==> src/rtl/lpm_flag_pkg.sv <==
package lpm_flag_pkg;

  // Decide whether an access may touch the status word.
  function automatic logic access_ok(input logic sec_cfg, input logic spriv,
                                     input logic nspriv, input logic acc_secure,
                                     input logic acc_priv);
    logic need_priv;
    need_priv = sec_cfg ? spriv : nspriv;
    return (!sec_cfg || acc_secure) && (!need_priv || acc_priv);
  endfunction

  // Next stop flag: standby set forces clear, then set, then software clear.
  function automatic logic next_stop(input logic cur, input logic stby_set,
                                     input logic stop_set, input logic clr);
    if (stby_set)      return 1'b0;
    else if (stop_set) return 1'b1;
    else if (clr)      return 1'b0;
    return cur;
  endfunction

  // Next standby flag: set has priority over software clear.
  function automatic logic next_stby(input logic cur, input logic stby_set,
                                     input logic clr);
    if (stby_set) return 1'b1;
    else if (clr) return 1'b0;
    return cur;
  endfunction

endpackage

==> src/rtl/lpm_access_filter.sv <==
module lpm_access_filter #(
  parameter int NPORT = 2
) (
  input  logic             lpm_sec_i,
  input  logic             spriv_i,
  input  logic             nspriv_i,
  input  logic [NPORT-1:0] acc_secure_i,
  input  logic [NPORT-1:0] acc_priv_i,
  output logic [NPORT-1:0] allowed_o
);
  for (genvar p = 0; p < NPORT; p++) begin : g_port
    assign allowed_o[p] = lpm_flag_pkg::access_ok(lpm_sec_i, spriv_i, nspriv_i,
                                                  acc_secure_i[p], acc_priv_i[p]);
  end
endmodule

==> src/rtl/lpm_cfg_regs.sv <==
module lpm_cfg_regs (
  input  logic clk_i,
  input  logic rst_n_i,
  input  logic sec_we_i,
  input  logic priv_we_i,
  input  logic sec_bit_i,
  input  logic spriv_bit_i,
  input  logic nspriv_bit_i,
  input  logic wr_secure_i,
  input  logic wr_priv_i,
  output logic lpm_sec_o,
  output logic spriv_o,
  output logic nspriv_o
);
  always_ff @(posedge clk_i or negedge rst_n_i) begin
    if (!rst_n_i) begin
      lpm_sec_o <= 1'b0;
      spriv_o   <= 1'b0;
      nspriv_o  <= 1'b0;
    end else begin
      if (sec_we_i && wr_secure_i)               lpm_sec_o <= sec_bit_i;
      if (priv_we_i && wr_secure_i && wr_priv_i) spriv_o   <= spriv_bit_i;
      if (priv_we_i && wr_priv_i)                nspriv_o  <= nspriv_bit_i;
    end
  end
endmodule

==> src/rtl/lpm_flag_core.sv <==
module lpm_flag_core (
  input  logic clk_i,
  input  logic por_n_i,
  input  logic sys_n_i,
  input  logic stop_enter_i,
  input  logic stby_enter_i,
  input  logic sysclk_int_osc_i,
  input  logic cpu_restart_i,
  input  logic clr_fire_i,
  output logic stop_flag_o,
  output logic stby_flag_o,
  output logic stop_set_ev_o,
  output logic stby_set_ev_o
);
  logic armed;

  assign stop_set_ev_o = (stop_enter_i || stby_enter_i) && sysclk_int_osc_i;
  assign stby_set_ev_o = cpu_restart_i && armed;

  // Power-on domain: survives system reset.
  always_ff @(posedge clk_i or negedge por_n_i) begin
    if (!por_n_i) begin
      armed       <= 1'b0;
      stby_flag_o <= 1'b0;
    end else begin
      if (stby_enter_i)       armed <= 1'b1;
      else if (cpu_restart_i) armed <= 1'b0;
      stby_flag_o <= lpm_flag_pkg::next_stby(stby_flag_o, stby_set_ev_o, clr_fire_i);
    end
  end

  // System domain.
  always_ff @(posedge clk_i or negedge sys_n_i) begin
    if (!sys_n_i) stop_flag_o <= 1'b0;
    else stop_flag_o <= lpm_flag_pkg::next_stop(stop_flag_o, stby_set_ev_o,
                                                 stop_set_ev_o, clr_fire_i);
  end
endmodule

==> src/rtl/lpm_status_flags.sv <==
module lpm_status_flags #(
  parameter int ADDR_W      = 8,
  parameter int DATA_W      = 32,
  parameter int SECCFG_OFS  = 48,
  parameter int PRIVCFG_OFS = 52,
  parameter int STATUS_OFS  = 56,
  parameter int LPMSEC_BIT  = 12,
  parameter int CLR_BIT     = 0,
  parameter int STOPF_BIT   = 1,
  parameter int SBF_BIT     = 2,
  parameter int SPRIV_BIT   = 0,
  parameter int NSPRIV_BIT  = 1
) (
  input  logic              clk_i,
  input  logic              por_n_i,
  input  logic              sys_rst_n_i,
  input  logic              stop_enter_i,
  input  logic              stby_enter_i,
  input  logic              sysclk_int_osc_i,
  input  logic              cpu_restart_i,
  input  logic              wr_en_i,
  input  logic [ADDR_W-1:0] wr_addr_i,
  input  logic [DATA_W-1:0] wr_data_i,
  input  logic              wr_secure_i,
  input  logic              wr_priv_i,
  input  logic [ADDR_W-1:0] rd_addr_i,
  input  logic              rd_secure_i,
  input  logic              rd_priv_i,
  output logic [DATA_W-1:0] rd_data_o
);
  localparam logic [ADDR_W-1:0] A_SEC  = ADDR_W'(SECCFG_OFS);
  localparam logic [ADDR_W-1:0] A_PRIV = ADDR_W'(PRIVCFG_OFS);
  localparam logic [ADDR_W-1:0] A_STAT = ADDR_W'(STATUS_OFS);

  // Named internal events, used by the checker.
  logic sys_any_n;
  logic lpm_sec, spriv, nspriv;
  logic wr_hits_status, wr_hits_sec, wr_hits_priv, rd_hits_status;
  logic wr_allowed, rd_allowed, clr_fire;
  logic stop_flag, stby_flag, stop_set_ev, stby_set_ev;
  logic [1:0] acc_ok;

  assign sys_any_n      = por_n_i && sys_rst_n_i;
  assign wr_hits_status = wr_en_i && (wr_addr_i == A_STAT);
  assign wr_hits_sec    = wr_en_i && (wr_addr_i == A_SEC);
  assign wr_hits_priv   = wr_en_i && (wr_addr_i == A_PRIV);
  assign rd_hits_status = (rd_addr_i == A_STAT);

  lpm_cfg_regs u_cfg (
    .clk_i        (clk_i),
    .rst_n_i      (sys_any_n),
    .sec_we_i     (wr_hits_sec),
    .priv_we_i    (wr_hits_priv),
    .sec_bit_i    (wr_data_i[LPMSEC_BIT]),
    .spriv_bit_i  (wr_data_i[SPRIV_BIT]),
    .nspriv_bit_i (wr_data_i[NSPRIV_BIT]),
    .wr_secure_i  (wr_secure_i),
    .wr_priv_i    (wr_priv_i),
    .lpm_sec_o    (lpm_sec),
    .spriv_o      (spriv),
    .nspriv_o     (nspriv)
  );

  lpm_access_filter #(.NPORT(2)) u_filt (
    .lpm_sec_i    (lpm_sec),
    .spriv_i      (spriv),
    .nspriv_i     (nspriv),
    .acc_secure_i ({rd_secure_i, wr_secure_i}),
    .acc_priv_i   ({rd_priv_i, wr_priv_i}),
    .allowed_o    (acc_ok)
  );

  assign wr_allowed = acc_ok[0];
  assign rd_allowed = acc_ok[1];
  assign clr_fire   = wr_hits_status && wr_allowed && wr_data_i[CLR_BIT];

  lpm_flag_core u_core (
    .clk_i            (clk_i),
    .por_n_i          (por_n_i),
    .sys_n_i          (sys_any_n),
    .stop_enter_i     (stop_enter_i),
    .stby_enter_i     (stby_enter_i),
    .sysclk_int_osc_i (sysclk_int_osc_i),
    .cpu_restart_i    (cpu_restart_i),
    .clr_fire_i       (clr_fire),
    .stop_flag_o      (stop_flag),
    .stby_flag_o      (stby_flag),
    .stop_set_ev_o    (stop_set_ev),
    .stby_set_ev_o    (stby_set_ev)
  );

  always_comb begin
    rd_data_o = '0;
    if (rd_hits_status && rd_allowed) begin
      rd_data_o[STOPF_BIT] = stop_flag;
      rd_data_o[SBF_BIT]   = stby_flag;
    end else if (rd_addr_i == A_SEC) begin
      rd_data_o[LPMSEC_BIT] = lpm_sec;
    end else if (rd_addr_i == A_PRIV) begin
      rd_data_o[SPRIV_BIT]  = spriv;
      rd_data_o[NSPRIV_BIT] = nspriv;
    end
  end
endmodule

==> config.mk <==
export PLATFORM = sky130hd
export DESIGN_NAME = lpm_status_flags
export DESIGN_NICKNAME = d
export VERILOG_FILES = /design/src/rtl/lpm_flag_pkg.sv /design/src/rtl/lpm_access_filter.sv /design/src/rtl/lpm_cfg_regs.sv /design/src/rtl/lpm_flag_core.sv /design/src/rtl/lpm_status_flags.sv
export SDC_FILE = /design/constraint.sdc
export NUM_CORES = 1
export LEC_CHECK = 0
export ABC_AREA = 1
export ABC_CLOCK_PERIOD_IN_PS = 3050
export BUFFER_PORTS_ARGS = -buffer_cell sky130_fd_sc_hd__buf_2
export CORE_MARGIN = 8
export CORE_UTILIZATION = 35
export CTS_BUF_LIST = sky130_fd_sc_hd__clkbuf_8
export DETAILED_ROUTE_END_ITERATION = 7
export PLACE_DENSITY = 0.89
export SYNTH_ARGS = -nofsm -noshare
export SYNTH_HDL_FRONTEND = slang
export SYNTH_HIERARCHICAL = 1
export SYNTH_SLANG_ARGS = --single-unit
==> constraint.sdc <==
create_clock -name clk_i -period 3.05 [get_ports clk_i]
set_clock_uncertainty 0.1 [all_clocks]
set_input_delay 0.915 -clock clk_i [delete_from_list [all_inputs] [get_ports clk_i]]
set_output_delay 0.915 -clock clk_i [all_outputs]
set_load 0.02 [all_outputs]
Word level (Yosys, flattened, before mapping)

Cells that the tools add are included.

Register bits after elaboration: 6
Bits in latches: 0
Bits in writable memories: 0
Memory bits (read-only): 0
Input port bits: 60
Output and inout bits: 32
Word-level logic and storage cells: 53
Memories: 0

Add/subtract/negate cells: 0
Multiply operators: 0
Divide/modulo/power cells: 0
Magnitude comparators: 0
Equal/unequal tests: 6
Shift operators: 0
Mux-type cells: 18
Bitwise operators: 0
Reductions and logical operators: 23

Operator list:

| cell                 | count |
|---|---|
| $eq A8 B6 Y1 const B | 6 |
| $mux W1              | 16 |
| $logic_and A1 B1 Y1  | 15 |
| $logic_or A1 B1 Y1   | 5 |
| $mux W2              | 2 |
| $logic_not A1 Y1     | 2 |
| $reduce_bool A2 Y1   | 1 |

Longest topological paths before layout

Word-level depth: 9
Depth in mapped cells: 11
Gate-level depth less buffers: 11

Cells and area by module

The synthesis kept the hierarchy.

Modules (own cells, without submodules):

| module            | instances | cells an instance | area each (µm²) | seq. area each (µm²) |
|---|---|---|---|---|
| lpm_status_flags  | 1         | 74                | 395.4           | 0.0 |
| lpm_flag_core     | 1         | 14                | 132.6           | 75.1 |
| lpm_cfg_regs      | 1         | 15                | 126.4           | 75.1 |
| lpm_access_filter | 1         | 10                | 45.0            | 0.0 |

Worst setup path after synthesis

Ideal clock, no wire load.

Path type: input to output
From: input port rd_addr_i[1]
To: output port rd_data_o[12]
Arrival: 1.518 ns
Required time: 2.035 ns
Path slack: 0.517 ns
Stages: 5
Path buffers: 0
Path through: nor2_1 nand2_1 nor2_2 nand2_1 nor2_1

Word-level cells in the longest chain between the ends: 3
Elaborated cells between the ends (all ways): 5
Those cells by class: eq/ne (2); mux (2); reduce/logical (1)

RTL lines:

| item                                           | RTL line                                       | RTL |
|---|---|---|
| from (decl)                                    | lpm_status_flags.sv:26                         | `input logic [ADDR_W-1:0] rd_addr_i,` |
| $eq A8 B6 Y1 (on tied branches)                | lpm_status_flags.sv:97, lpm_status_flags.sv:47 |  |
| $mux W1 or $logic_and A1 B1 Y1 (tied branches) | lpm_status_flags.sv:97, lpm_status_flags.sv:94 |  |
| $mux W1 *                                      | lpm_status_flags.sv:94                         | `if (rd_hits_status && rd_allowed) begin` |
| to (decl)                                      | lpm_status_flags.sv:29                         | `output logic [DATA_W-1:0] rd_data_o` |

Mark *: on every way between the ends. The rest lies on a longest branch, timed or not.

Final worst setup path

From: input port rd_addr_i[1]
To: output port rd_data_o[2]

Word-level cells in the longest chain between the ends: 3

RTL lines:

| item                | RTL line               | RTL |
|---|---|---|
| $eq A8 B6 Y1        | lpm_status_flags.sv:47 | `assign rd_hits_status = (rd_addr_i == A_STAT);` |
| $logic_and A1 B1 Y1 | lpm_status_flags.sv:94 |  |
| $mux W1             | lpm_status_flags.sv:94 |  |

Every way passes these cells.

==> metrics.txt <==
layout cells sized above 1=30.4%; input/output buffers=34; metal3 WL=183 microns; total gr overflow=0; critical path startpoint category=input pin; Worst EP required=2030 ps; vias in the first global route=621; final hold vios=0; initial antenna violation count=0; CP endpoint kind=primary output; Max VDD drop=0.000210 V; vias per std cell=3.65; Die X=60.6 microns; synth warn=6; Total Power=272 uW; Ant. Diodes=0; CTS tree=yes; routed len/inst=8.85 microns; gpl congestion=0.679; status=finished, final reports clean; clk sink count=6; final setup fails=0; fin nets=210; total track usage=8.03%; detailed-route via count=638; PostCTS Resize Cnt=0; Clock Latency Late Sink=220 ps; core area=1920 sq um; final period utilization=87.3%; # DRC=0; initial DRC count=24; DIE AREA=3670 sq um; Mapped Cells=112; met1 WL=602 microns; FF-to-FF Start=u_cfg/lpm_sec_o$_DFFE_PN0P_; met2 wire len=749 microns; Tmin final=2660 ps; fin. max-slew vios=0; num rows=16; Cell Area, Synth=696 sq um; Root Buffer Master=clkbuf_8; Post-CTS Hold Buffers=0; Clk pin slew, worst setup/hold paths=40 ps; fill cell instance count of the final layout=222; I/O pin count=92; total wire length=1550 microns; area of placed instances=791 sq um; Critical path origin=rd_addr_i[1]; WP data arrival=1650 ps; Detailed Place HPWL=1430 microns; chip height=60.6 microns; kind of critical path=in -> out; Hold Path Class=in -> async; setup bufs post-CTS=0; Max Cap Violations=0; area delta synth->final=19.6%; CP max FO=3; Post-DRT Antenna Nets=0; H-tree depth=1; LEAKAGE=0.550 nW; largest net degree at the start of global routing=6; Syn Area/Cell=6.21 sq um; first-pass GRT wire length=2250 microns; fmax=0.376 GHz; post-route setup TNS=0 ps; first drt pass iteration count=4; uppermost layer routed=met4; Initial Util=36.2%; Max Root-Sink Buffers=2; PD cells=327 nW/um^2; Final Cell Area=832 sq um; CTS Buf Count=3; RSZ-0062 raised after global routing=false
## power by group
part / internal, mW / total, mW / switching [mW]
Clock: 0.0844 / 0.114 / 0.0297
Sequential: 0.0835 / 0.0860 / 0.00249
Combinational: 0.0211 / 0.0722 / 0.0511
Total: 0.189 / 0.272 / 0.0833
## worst max-delay path, cell delays in order
cell and delay, ps:
buf_2 100, nor2_1 100, nand2_1 70, nor2_2 140, nand2_1 60, nor2_1 80
buf_2 170
## cell type report
type                            instances  area (sq um)  share of cell area, %
Clock buffer                            3          41.3                   4.96
Inverter                               20          75.1                   9.02
Multi-Input combinational cell         85           362                   43.5
Sequential cell                         6           150                   18.0
Tap cell                               27          33.8                   4.06
Timing Repair Buffer                   34           170                   20.5
## cells in the final DEF (no fill, tap or decap), types with 2 or more instances in the layout
cell type / count
nand2_1: 26
dfrtp_1: 6
clkbuf_8: 3
nand3_1: 5
conb_1: 28
a21oi_1: 2
inv_2: 2
nor2_1: 12
nor3_1: 2
nand4_1: 2
inv_1: 17
buf_2: 34
nand2_2: 3
## sequential cells by signal (all words and copies together), names as in the netlist
register	cells
u_cfg/lpm_sec_o	1
u_cfg/nspriv_o	1
u_cfg/spriv_o	1
u_core/armed	1
u_core/stby_flag_o	1
u_core/stop_flag_o	1
## worst paths after layout
path	slack [ps]	cells after the start	endpoint
worst max-delay path	390	7	rd_data_o[2]
worst min-delay path	380	1	u_core/stby_flag_o$_DFFE_PN0P_
worst max register to register	1620	11	u_core/stop_flag_o$_DFFE_PN0P_
worst min register to register	380	2	u_core/stby_flag_o$_DFFE_PN0P_
max in group asynchronous	2160	3	u_cfg/spriv_o$_DFFE_PN0P_
min in group clk_i	380	2	u_core/stby_flag_o$_DFFE_PN0P_
## layer usage
metal | vias to the layer above | global-route usage (%)
met2 | 34 | 14.6
met3 | 2 | 2.97
li1 | 353 | -
met1 | 249 | 7.71
met4 | 0 | 3.99
met5 | - | 0
## metrics by stage
step	util (%)	setup WS, ps	std cells	hold slack, ps
6_report	43.3	387	175	382
5_1_grt	43.3	256	175	380
4_1_cts	43.3	393	175	377
3_5_place_dp	41.1	394	172	368
3_3_place_gp	41.1	406	172	356
2_1_floorplan	-	517	139	341
Note: power is estimated with default switching activity, not from simulation.
